<file path="config.mk">
export PLATFORM = sky130hd
export DESIGN_NAME = trk_adc_ctrl
export DESIGN_NICKNAME = d
export VERILOG_FILES = /design/src/rtl/trk_adc_pkg.sv /design/src/rtl/trk_pace_timer.sv /design/src/rtl/trk_updown_cnt.sv /design/src/rtl/trk_settle_det.sv /design/src/rtl/trk_adc_ctrl.sv
export SDC_FILE = /design/constraint.sdc
export NUM_CORES = 1
export LEC_CHECK = 0
export ABC_AREA = 1
export CELL_PAD_IN_SITES_DETAIL_PLACEMENT = 1
export CELL_PAD_IN_SITES_GLOBAL_PLACEMENT = 1
export CORE_MARGIN = 2
export CORE_UTILIZATION = 38
export DETAILED_ROUTE_END_ITERATION = 7
export GPL_TIMING_DRIVEN = 1
export PLACE_DENSITY = 0.9
export SYNTH_ARGS = -nofsm -noshare
export SYNTH_HDL_FRONTEND = slang
export SYNTH_HIERARCHICAL = 1
export SYNTH_SLANG_ARGS = --single-unit
export TNS_END_PERCENT = 5
</file>
<file path="constraint.sdc">
create_clock -name clk -period 2.5 [get_ports clk]
set_clock_uncertainty 0.05 [all_clocks]
set_input_delay 0.375 -clock clk [delete_from_list [all_inputs] [get_ports clk]]
set_output_delay 0.375 -clock clk [all_outputs]
set_load 0.03 [all_outputs]
</file>
<file path="src/rtl/trk_adc_pkg.sv">
// Package: shared types for the tracking converter controller.
// Assumes nothing beyond IEEE 1800-2017 packages.
package trk_adc_pkg;

    // Step direction chosen by the comparator.
    typedef enum logic {
        DIR_DOWN = 1'b0,
        DIR_UP   = 1'b1
    } trk_dir_e;

endpackage

</file>
<file path="src/rtl/trk_pace_timer.sv">
// Module: trk_pace_timer
// Emits a one-cycle step strobe every SETTLE cycles. After a synchronous
// reset it emits the first strobe on the SETTLE-th cycle.
// Assumes SETTLE >= 1. With SETTLE = 1 the strobe is high on every cycle.
module trk_pace_timer #(
    parameter int SETTLE = 4
) (
    input  logic clk,
    input  logic rst_n,
    output logic tick
);

    localparam int TW = (SETTLE > 1) ? $clog2(SETTLE) : 1;
    localparam logic [TW-1:0] LAST = TW'(SETTLE - 1);

    logic [TW-1:0] phase;

    // Strobe when the phase counter reaches its last value.
    assign tick = (phase == LAST);

    // Phase counter: restart on reset and after each strobe.
    always_ff @(posedge clk) begin
        if (!rst_n)
            phase <= '0;
        else if (tick)
            phase <= '0;
        else
            phase <= phase + 1'b1;
    end

endmodule

</file>
<file path="src/rtl/trk_updown_cnt.sv">
// Module: trk_updown_cnt
// Saturating up-down counter that supplies the DAC code. It also presents
// the value it would take on the next step, so the settle detector can
// compare the codes before and after the step.
// Assumes step is a one-cycle strobe and dir is valid while step is high.
module trk_updown_cnt
    import trk_adc_pkg::*;
#(
    parameter int N = 8
) (
    input  logic         clk,
    input  logic         rst_n,
    input  logic         step,
    input  trk_dir_e     dir,
    output logic [N-1:0] count,
    output logic [N-1:0] count_nxt
);

    localparam logic [N-1:0] MID  = {1'b1, {(N-1){1'b0}}};
    localparam logic [N-1:0] FULL = {N{1'b1}};
    localparam logic [N-1:0] ZERO = {N{1'b0}};

    // Next code: one step in dir, held at either end of the range.
    always_comb begin
        if (dir == DIR_UP)
            count_nxt = (count == FULL) ? count : count + 1'b1;
        else
            count_nxt = (count == ZERO) ? count : count - 1'b1;
    end

    // Counter register: mid-scale on reset, advance on each step.
    always_ff @(posedge clk) begin
        if (!rst_n)
            count <= MID;
        else if (step)
            count <= count_nxt;
    end

endmodule

</file>
<file path="src/rtl/trk_settle_det.sv">
// Module: trk_settle_det
// Watches the direction of successive steps. A reversal means the loop is
// bracketing the input, so the detector latches the lower bracket code and
// raises valid. A repeated direction means the loop is walking, so it drops
// valid and holds the last result.
// Assumes cur_code and nxt_code are the codes before and after this step.
module trk_settle_det
    import trk_adc_pkg::*;
#(
    parameter int N = 8
) (
    input  logic         clk,
    input  logic         rst_n,
    input  logic         step,
    input  trk_dir_e     dir,
    input  logic [N-1:0] cur_code,
    input  logic [N-1:0] nxt_code,
    output logic [N-1:0] result,
    output logic         valid
);

    trk_dir_e     last_dir;
    logic         have_last;
    logic         reversal;
    logic [N-1:0] low_code;

    // Reversal: a previous step exists and it went the other way.
    assign reversal = have_last && (dir != last_dir);

    // Lower of the two codes that bracket the input.
    assign low_code = (nxt_code < cur_code) ? nxt_code : cur_code;

    // Direction history: remember the direction of the last step.
    always_ff @(posedge clk) begin
        if (!rst_n) begin
            last_dir  <= DIR_DOWN;
            have_last <= 1'b0;
        end else if (step) begin
            last_dir  <= dir;
            have_last <= 1'b1;
        end
    end

    // Result and valid: update only when a step happens.
    always_ff @(posedge clk) begin
        if (!rst_n) begin
            result <= '0;
            valid  <= 1'b0;
        end else if (step && have_last) begin
            valid <= reversal;
            if (reversal)
                result <= low_code;
        end
    end

endmodule

</file>
<file path="src/rtl/trk_adc_ctrl.sv">
// Module: trk_adc_ctrl (top)
// Continuous tracking converter controller. A pace timer spaces the steps,
// a saturating counter drives the DAC code, and a settle detector reports
// the bracketed result.
// Assumes cmp_above is synchronous to clk and has settled within DAC_SETTLE
// cycles of a DAC code change.
module trk_adc_ctrl
    import trk_adc_pkg::*;
#(
    parameter int N          = 8,
    parameter int DAC_SETTLE = 4
) (
    input  logic         clk,
    input  logic         rst_n,
    input  logic         cmp_above,
    output logic [N-1:0] dac_code,
    output logic [N-1:0] result,
    output logic         result_valid
);

    logic         step;
    trk_dir_e     dir;
    logic [N-1:0] code_nxt;

    // Map the comparator bit to a step direction.
    assign dir = cmp_above ? DIR_UP : DIR_DOWN;

    trk_pace_timer #(.SETTLE(DAC_SETTLE)) u_pace (
        .clk   (clk),
        .rst_n (rst_n),
        .tick  (step)
    );

    trk_updown_cnt #(.N(N)) u_cnt (
        .clk       (clk),
        .rst_n     (rst_n),
        .step      (step),
        .dir       (dir),
        .count     (dac_code),
        .count_nxt (code_nxt)
    );

    trk_settle_det #(.N(N)) u_det (
        .clk      (clk),
        .rst_n    (rst_n),
        .step     (step),
        .dir      (dir),
        .cur_code (dac_code),
        .nxt_code (code_nxt),
        .result   (result),
        .valid    (result_valid)
    );

endmodule

</file>
==> out/results.tsv, run 1 <==
stage	metric	value	unit
outcome	result of the run	completed	
final_layout	Area Growth Syn to Fin	30.5	%
clocking	depth of the CTS H-tree	1	
global_routing	initial antenna violation count	0	
floorplanning	Horiz. Die Dim	70.0	um
worst_setup_path	CP Max Fanout	8	
timing	Slew HR	78.5	%
yosys	Synthesis Warnings	6	
place	Place WS	-110	ps
yosys	Primary FF master, synth	dfxtp_1	
worst_setup_path	flop2flop setup slack	70	ps
worst_setup_path	cell family with most CP delay	simple AND/OR/NAND/NOR gates	
global_routing	largest net degree at the start of global routing	17	
yosys	synthesized flop and latch total	21	
timing	Tightest Pin Transition	322	ps
place	GPL Wtd Cong	0.902	
yosys	cell taking the most area after synthesis	dfxtp_1	
final_layout	layout cell share with drive strength beyond 1	19.0	%
worst_setup_path	Worst path slowest cell	dfxtp_2	
worst_setup_path	type of origin of the critical path	flip-flop	
floorplanning	die height	70.0	um
global_routing	met2 Use GR	38.2	%
global_routing	GRT busiest layer	met2	
drt	DRT iter0 DRCs	72	
drt	DRC Markers	0	
global_routing	vias in the first global route	1836	
yosys	Synth area leaders	dfxtp_1, nand2_1, nand3_1	
yosys	Net Count, Synth	284	
clocking	Clock Tree Buf Depth	2	
clocking	Num CTS Buffers	3	
floorplanning	Initial Util	38.8	%
worst_setup_path	CP most frequent cell	nand2_1	
global_routing	first-pass GRT wire length	8440	um
final_layout	fill cell count	569	
final_layout	design area	2160	sq um
clocking	clk sinks	21	
timing	Peak Freq	0.411	GHz
worst_setup_path	RR Endpoint	u_det/result[2]	
drt	DR WL/cell	15.4	um
clocking	# hold bufs at CTS	0	
worst_setup_path	critical path class	flip-flop to flip-flop	
run	max cap viols	0	
drt	DRT Pass-1 Iters	4	
place	dpl hpwl	3880	um
worst_setup_path	crit-path max cell delay	440	ps
yosys	register area share after synthesis	25.4	%
drt	via count	1881	
pwr	IR Drop Worst-Case VDD	0.383	mV
timing	crit path time final	2430	ps
hold_path	hold path cells	1	
final_layout	Final Util	50.7	%
yosys	async set-or-reset flop fraction in the synthesized netlist	0	%
worst_setup_path	r2r startpoint	u_cnt/count[2]	
drt	post-route ant nets	0	
clocking	Reg clk slew, reported paths	80	ps
worst_setup_path	critical path arrival	2550	ps
worst_setup_path	WP data required	2620	ps
clocking	CTS tree	yes	
place	post-place instance area	1980	sq um
global_routing	total track usage	21.5	%
drt	Via density	5.25	
global_routing	met3 Resource Use GR	3.46	%
yosys	count leader, synth	nand2_1	
final_layout	Nets	321	
drt	drt total wl	5510	um
worst_setup_path	Cell Chain, Critical Path	nand2_1 -> o21ai_0 -> nand3_1 -> nand2_1 -> nand2_1 -> ha_1 -> a21oi_1 -> nand2_2 -> nand2_4 -> nand2_4 -> nand2_1 -> nand3_1 -> nand2_1 -> inv_1	
clocking	Worst-Skew Late Latency	260	ps
timing	final setup violation count	0	
pwr	P per Cell Area	531	nW/um^2
yosys	Yosys top cell area share	25.4	%
place	number of port buffers	19	
timing	Final Hold Vio Count	0	
yosys	Synth Instances	270	
final_layout	ant diodes	0	
worst_setup_path	FF-to-FF path depth	14	
timing	setup ws final	67.7	ps
worst_setup_path	critical path capture point type	flip-flop	
worst_setup_path	Levels on crit path	14	
floorplanning	num rows	24	
yosys	count of cell types in the netlist	25	
hold_path	worst-case hold path end point	u_pace/phase[0]	
yosys	Netlist Area Pre-Place	1660	sq um
hold_path	Worst Min Path Start	u_pace/phase[0]	
pwr	static leakage	0.00107	uW
floorplanning	total I/O pin count	20	
global_routing	met1 usage	26.2	%
pwr	total chip power	1150	uW
floorplanning	Die Area	4900	sq um
hold_path	Hold Path Class	flip-flop to flip-flop	
yosys	Synth Area per Inst	6.14	sq um
yosys	EDFF count, synth	0	
worst_setup_path	Crit path buffers/inverters	1	
timing	final period utilization	97.3	%
yosys	most frequent cells after synthesis	nand2_1, inv_1, nand3_1	
global_routing	total grt overflow	0	
clocking	clock root cell	clkbuf_8	
floorplanning	core area	4260	sq um
timing	max-slew violation count	0	
-- kinds of logic after synthesis --
family	Yosys count	share of synthesized area [%]
adders and majority gates	11	8.31
DFF	21	25.4
AOI/OAI and AO/OA	30	10.6
xor gates and xnor gates	1	0.529
and+or+nand+nor	155	41.5
buffers and inverters	52	13.6
-- placed cells by master (no fill, tap or decap), drive strengths merged --
cell / Yosys / final
dfxtp: 21 / 21
nand4: 3 / 3
a21oi: 13 / 13
xor2: 1 / 1
o21ai: 8 / 8
clkinv: 2 / 2
nor2: 23 / 23
nand3: 37 / 37
clkdlybuf4s50: 0 / 19
nand2: 92 / 93
inv: 45 / 45
buf: 4 / 17
o21a: 9 / 9
ha: 11 / 11
clkbuf: 1 / 4
-- area by class of cell --
| class | count | area (sq um) | share of cell area, % |
|---|---|---|---|
| clock buffer | 4 | 45.0 | 2.08 |
| inverter | 47 | 184 | 8.51 |
| timing repair buffer | 36 | 318 | 14.7 |
| multi-input combinational | 198 | 1110 | 51.6 |
| tap | 52 | 65.1 | 3.01 |
| sequential | 21 | 435 | 20.1 |
-- repair_timing --
item | in CTS | in global routing
buffers inserted | 0 | 2
resized for setup | 4 | 28
setup endpoints to repair | 8 | 8
pin swaps | 0 | 8
cloned | 0 | 1
-- per-layer routing --
| layer | vias up | routed length, um | part of all wire, % |
|---|---|---|---|
| met3 | 17 | 217 | 3.9 |
| li1 | 919 | - | - |
| met2 | 56 | 2820 | 51 |
| met4 | 0 | 155 | 2.8 |
| met1 | 889 | 2320 | 42 |
| met5 | - | 0 | 0 |
-- per-stage QoR --
stage	hold WS [ps]	setup TNS (ps)	instances
final	377	0	358
after detailed placement	367	-695	351
after global placement	361	-217	351
after global routing	396	-207	358
after CTS	377	0	355
after floorplan	347	0	270
-- power breakdown --
part           internal, uW  switching, uW
Sequential              351           24.1
Combinational           207            337
Clock                   114            115
-- state kept, by name, summed over array words and instances, names as in the netlist --
signal and count:
u_det/have_last 1, u_det/result 8, u_cnt/count 8, u_det/valid 1, u_det/last_dir 1, u_pace/phase 2
-- worst max path at each step --
stage | start | end | slack, ps
final | u_cnt/count[2] | u_det/result[2] | 70
after global placement | cmp_above | u_det/result[2] | -40
after detailed placement | cmp_above | u_det/result[7] | -110
after global routing | u_cnt/count[0] | u_det/result[5] | -50
after CTS | u_cnt/count[0] | u_det/result[7] | 30
after floorplan | u_cnt/count[0] | u_det/result[2] | 60
Power figures use the tool's default switching activity.
==> run 2: changes to the inputs <==
- PLACE_DENSITY: 0.9 -> 0.8
==> out/results.tsv, run 2 (same netlist as run 1, synthesis figures left out) <==
stage	metric	value	unit	change
place	dpl hpwl	3830	um	was 3880 um
pwr	total chip power	1140	uW	was 1150 uW
worst_setup_path	RR Endpoint	u_det/result[0]		was u_det/result[2]
floorplanning	total I/O pin count	20		unchanged
drt	drt total wl	5180	um	was 5510 um
global_routing	total track usage	21.1	%	was 21.5%
global_routing	initial antenna violation count	0		unchanged
pwr	IR Drop Worst-Case VDD	0.367	mV	was 0.383 mV
final_layout	Area Growth Syn to Fin	31.5	%	was 30.5%
floorplanning	die height	70.0	um	unchanged
worst_setup_path	Worst path slowest cell	dfxtp_4		was dfxtp_2
final_layout	most common cell after layout, fill and taps aside	nand2_1		unchanged
floorplanning	num rows	24		unchanged
pwr	static leakage	0.00109	uW	was 0.00107 uW
pwr	Clock Power Share	19.9	%	about the same
worst_setup_path	CP most frequent cell	nand2_1		unchanged
timing	crit path time final	2390	ps	was 2430 ps
clocking	Reg clk slew, reported paths	80	ps	about the same
final_layout	FF+latch area	430	sq um	was 435 sq um
pwr	NetSw	471	uW	was 476 uW
clocking	Worst-Skew Late Latency	260	ps	about the same
global_routing	vias in the first global route	1820		was 1,836
clocking	clock root cell	clkbuf_8		unchanged
timing	setup TNS	0	ps	unchanged
pwr	Net Sw Frac	41.3	%	was 41.5%
place	number of port buffers	19		unchanged
pwr	Seq pwr share	32.9	%	was 32.7%
timing	final period utilization	95.6	%	was 97.3%
clocking	clk sinks	21		unchanged
worst_setup_path	flop2flop setup slack	110	ps	was 70 ps
hold_path	hold path cells	1		unchanged
pwr	Pint	670	uW	was 671 uW
drt	Via density	5.05		was 5.25
clocking	Clock Tree Buf Depth	2		unchanged
worst_setup_path	r2r startpoint	u_cnt/count[0]		was u_cnt/count[2]
global_routing	first-pass GRT wire length	8420	um	was 8440 um
timing	final setup violation count	0		unchanged
clocking	depth of the CTS H-tree	1		unchanged
worst_setup_path	crit-path max cell delay	390	ps	was 440 ps
floorplanning	Initial Util	38.8	%	unchanged
worst_setup_path	WP data required	2620	ps	about the same
worst_setup_path	critical path arrival	2510	ps	was 2550 ps
floorplanning	Horiz. Die Dim	70.0	um	unchanged
hold_path	Worst Min Path Start	u_pace/phase[0]		unchanged
final_layout	Multi-input gate area	1120	sq um	was 1110 sq um
worst_setup_path	critical path capture point type	flip-flop		unchanged
floorplanning	Die Area	4900	sq um	unchanged
timing	Tightest Pin Transition	318	ps	was 322 ps
outcome	result of the run	completed		unchanged
final_layout	ant diodes	0		unchanged
drt	via count	1817		was 1,881
hold_path	Hold Path Class	flip-flop to flip-flop		unchanged
worst_setup_path	FF-to-FF path depth	15		was 14
final_layout	layout cell share with drive strength beyond 1	20.8	%	was 19.0%
worst_setup_path	CP Max Fanout	7		was 8
hold_path	worst-case hold path end point	u_pace/phase[0]		unchanged
drt	DRT Pass-1 Iters	4		unchanged
final_layout	Nets	323		was 321
drt	DR WL/cell	14.4	um	was 15.4 um
final_layout	most frequent cells in the layout	nand2_1, inv_1, nand3_1		unchanged
worst_setup_path	type of origin of the critical path	flip-flop		unchanged
pwr	Comb pwr share	47.2	%	was 47.4%
drt	post-route ant nets	0		unchanged
global_routing	largest net degree at the start of global routing	17		unchanged
worst_setup_path	Cell Chain, Critical Path	inv_4 -> ha_2 -> nand2_1 -> nor2_4 -> nor2_4 -> nand2_1 -> nand2_2 -> ha_1 -> nand2_2 -> o21a_2 -> buf_4 -> nand3_1 -> nand3_2 -> nand2_1 -> inv_1		was nand2_1 -> o21ai_0 -> nand3_1 -> nand2_1 -> nand2_1 -> ha_1 -> a21oi_1 -> nand2_2 -> nand2_4 -> nand2_4 -> nand2_1 -> nand3_1 -> nand2_1 -> inv_1
timing	max-slew violation count	0		unchanged
final_layout	Post-Layout Cell Count	360		was 358
run	max cap viols	0		unchanged
drt	DRC Markers	0		unchanged
timing	Slew HR	78.7	%	was 78.5%
worst_setup_path	critical path class	flip-flop to flip-flop		unchanged
clocking	CTS tree	yes		unchanged
place	GPL Wtd Cong	0.842		was 0.902
drt	DRT iter0 DRCs	108		was 72
final_layout	top flop regs	u_cnt/count: 8 flops, u_det/result: 8 flops, u_pace/phase: 2 flops		unchanged
timing	RSZ-0062 raised after global routing	yes		
global_routing	total grt overflow	0		unchanged
timing	Peak Freq	0.418	GHz	was 0.411 GHz
clocking	Num CTS Buffers	3		unchanged
place	post-place instance area	2000	sq um	was 1980 sq um
timing	Final Hold Vio Count	0		unchanged
final_layout	fill cell count	599		was 569
floorplanning	core area	4260	sq um	unchanged
final_layout	design area	2180	sq um	was 2160 sq um
pwr	P per Cell Area	524	nW/um^2	was 531 nW/um^2
place	cell count after placement	353		was 351
==> run 2: changes by cell type in the layout (fill, tap and decap cells not counted), sizes merged <==
cell	before	now
buf	17	19
clkbuf	4	3
clkinv	2	3
==> run 2: power by group through the flow <==
stage | Combinational (uW) | Sequential [uW] | Clock (uW)
floorplan | 295 | 397 | 0
global placement | 435 | 381 | 0
detailed placement | 451 | 382 | 0
CTS | 460 | 374 | 239
global route | 595 | 378 | 251
finish | 539 | 375 | 227
==> run 2: area by class of cell <==
class	count	area share, %
multi-input cells	198	51.4
flip-flops and latches	21	19.8
repair buffers	38	15.3
inverters	47	8.44
well taps	52	2.99
clock buffers	3	1.90
clock inverters	1	0.230
==> run 2: timing repair <==
action                     4_1_cts  5_1_grt
gates resized for setup          1       32
hold endpoints to repair         0        0
hold buffers                     0        0
buffers inserted                 0        2
setup endpoints to repair        8        8
cloned                           0        1
pin swaps                        0        5
==> run 2: worst max path at each step <==
stage | startpoint | end | slack, ps
finish | u_cnt/count[0] | u_det/result[0] | 110
global route | u_cnt/count[0] | u_det/result[3] | -40
CTS | u_cnt/count[1] | u_det/result[0] | 9
detailed placement | u_cnt/count[0] | u_det/result[0] | -50
global placement | u_cnt/count[0] | u_det/result[0] | -10
floorplan | u_cnt/count[0] | u_det/result[2] | 60
==> run 2: through the flow <==
| step | utilization [%] | hold slack, ps | worst slack (ps) |
|---|---|---|---|
| floorplan | - | 347 | 56.4 |
| global placement | 46.9 | 361 | -14.5 |
| detailed placement | 46.9 | 389 | -45.8 |
| CTS | 48.0 | 402 | 9.26 |
| global route | 51.1 | 412 | -42.5 |
| finish | 51.1 | 393 | 109 |
==> run 2: routing by layer <==
metal / global-route usage [%] / part of all wire (%)
met5: 0 / 0
met4: 3.21 / 0.60
met3: 3.17 / 3.6
met2: 37.6 / 52
met1: 27.6 / 43
==> run 2: worst max-delay path, delay by kind of cell, from the launching register on <==
family	cells	cell delay, ps
and+or+nand+nor	9	870
adders and majority gates	2	480
AOI/OAI and AO/OA	1	230
DFF	1	390
buffers and inverters	3	270
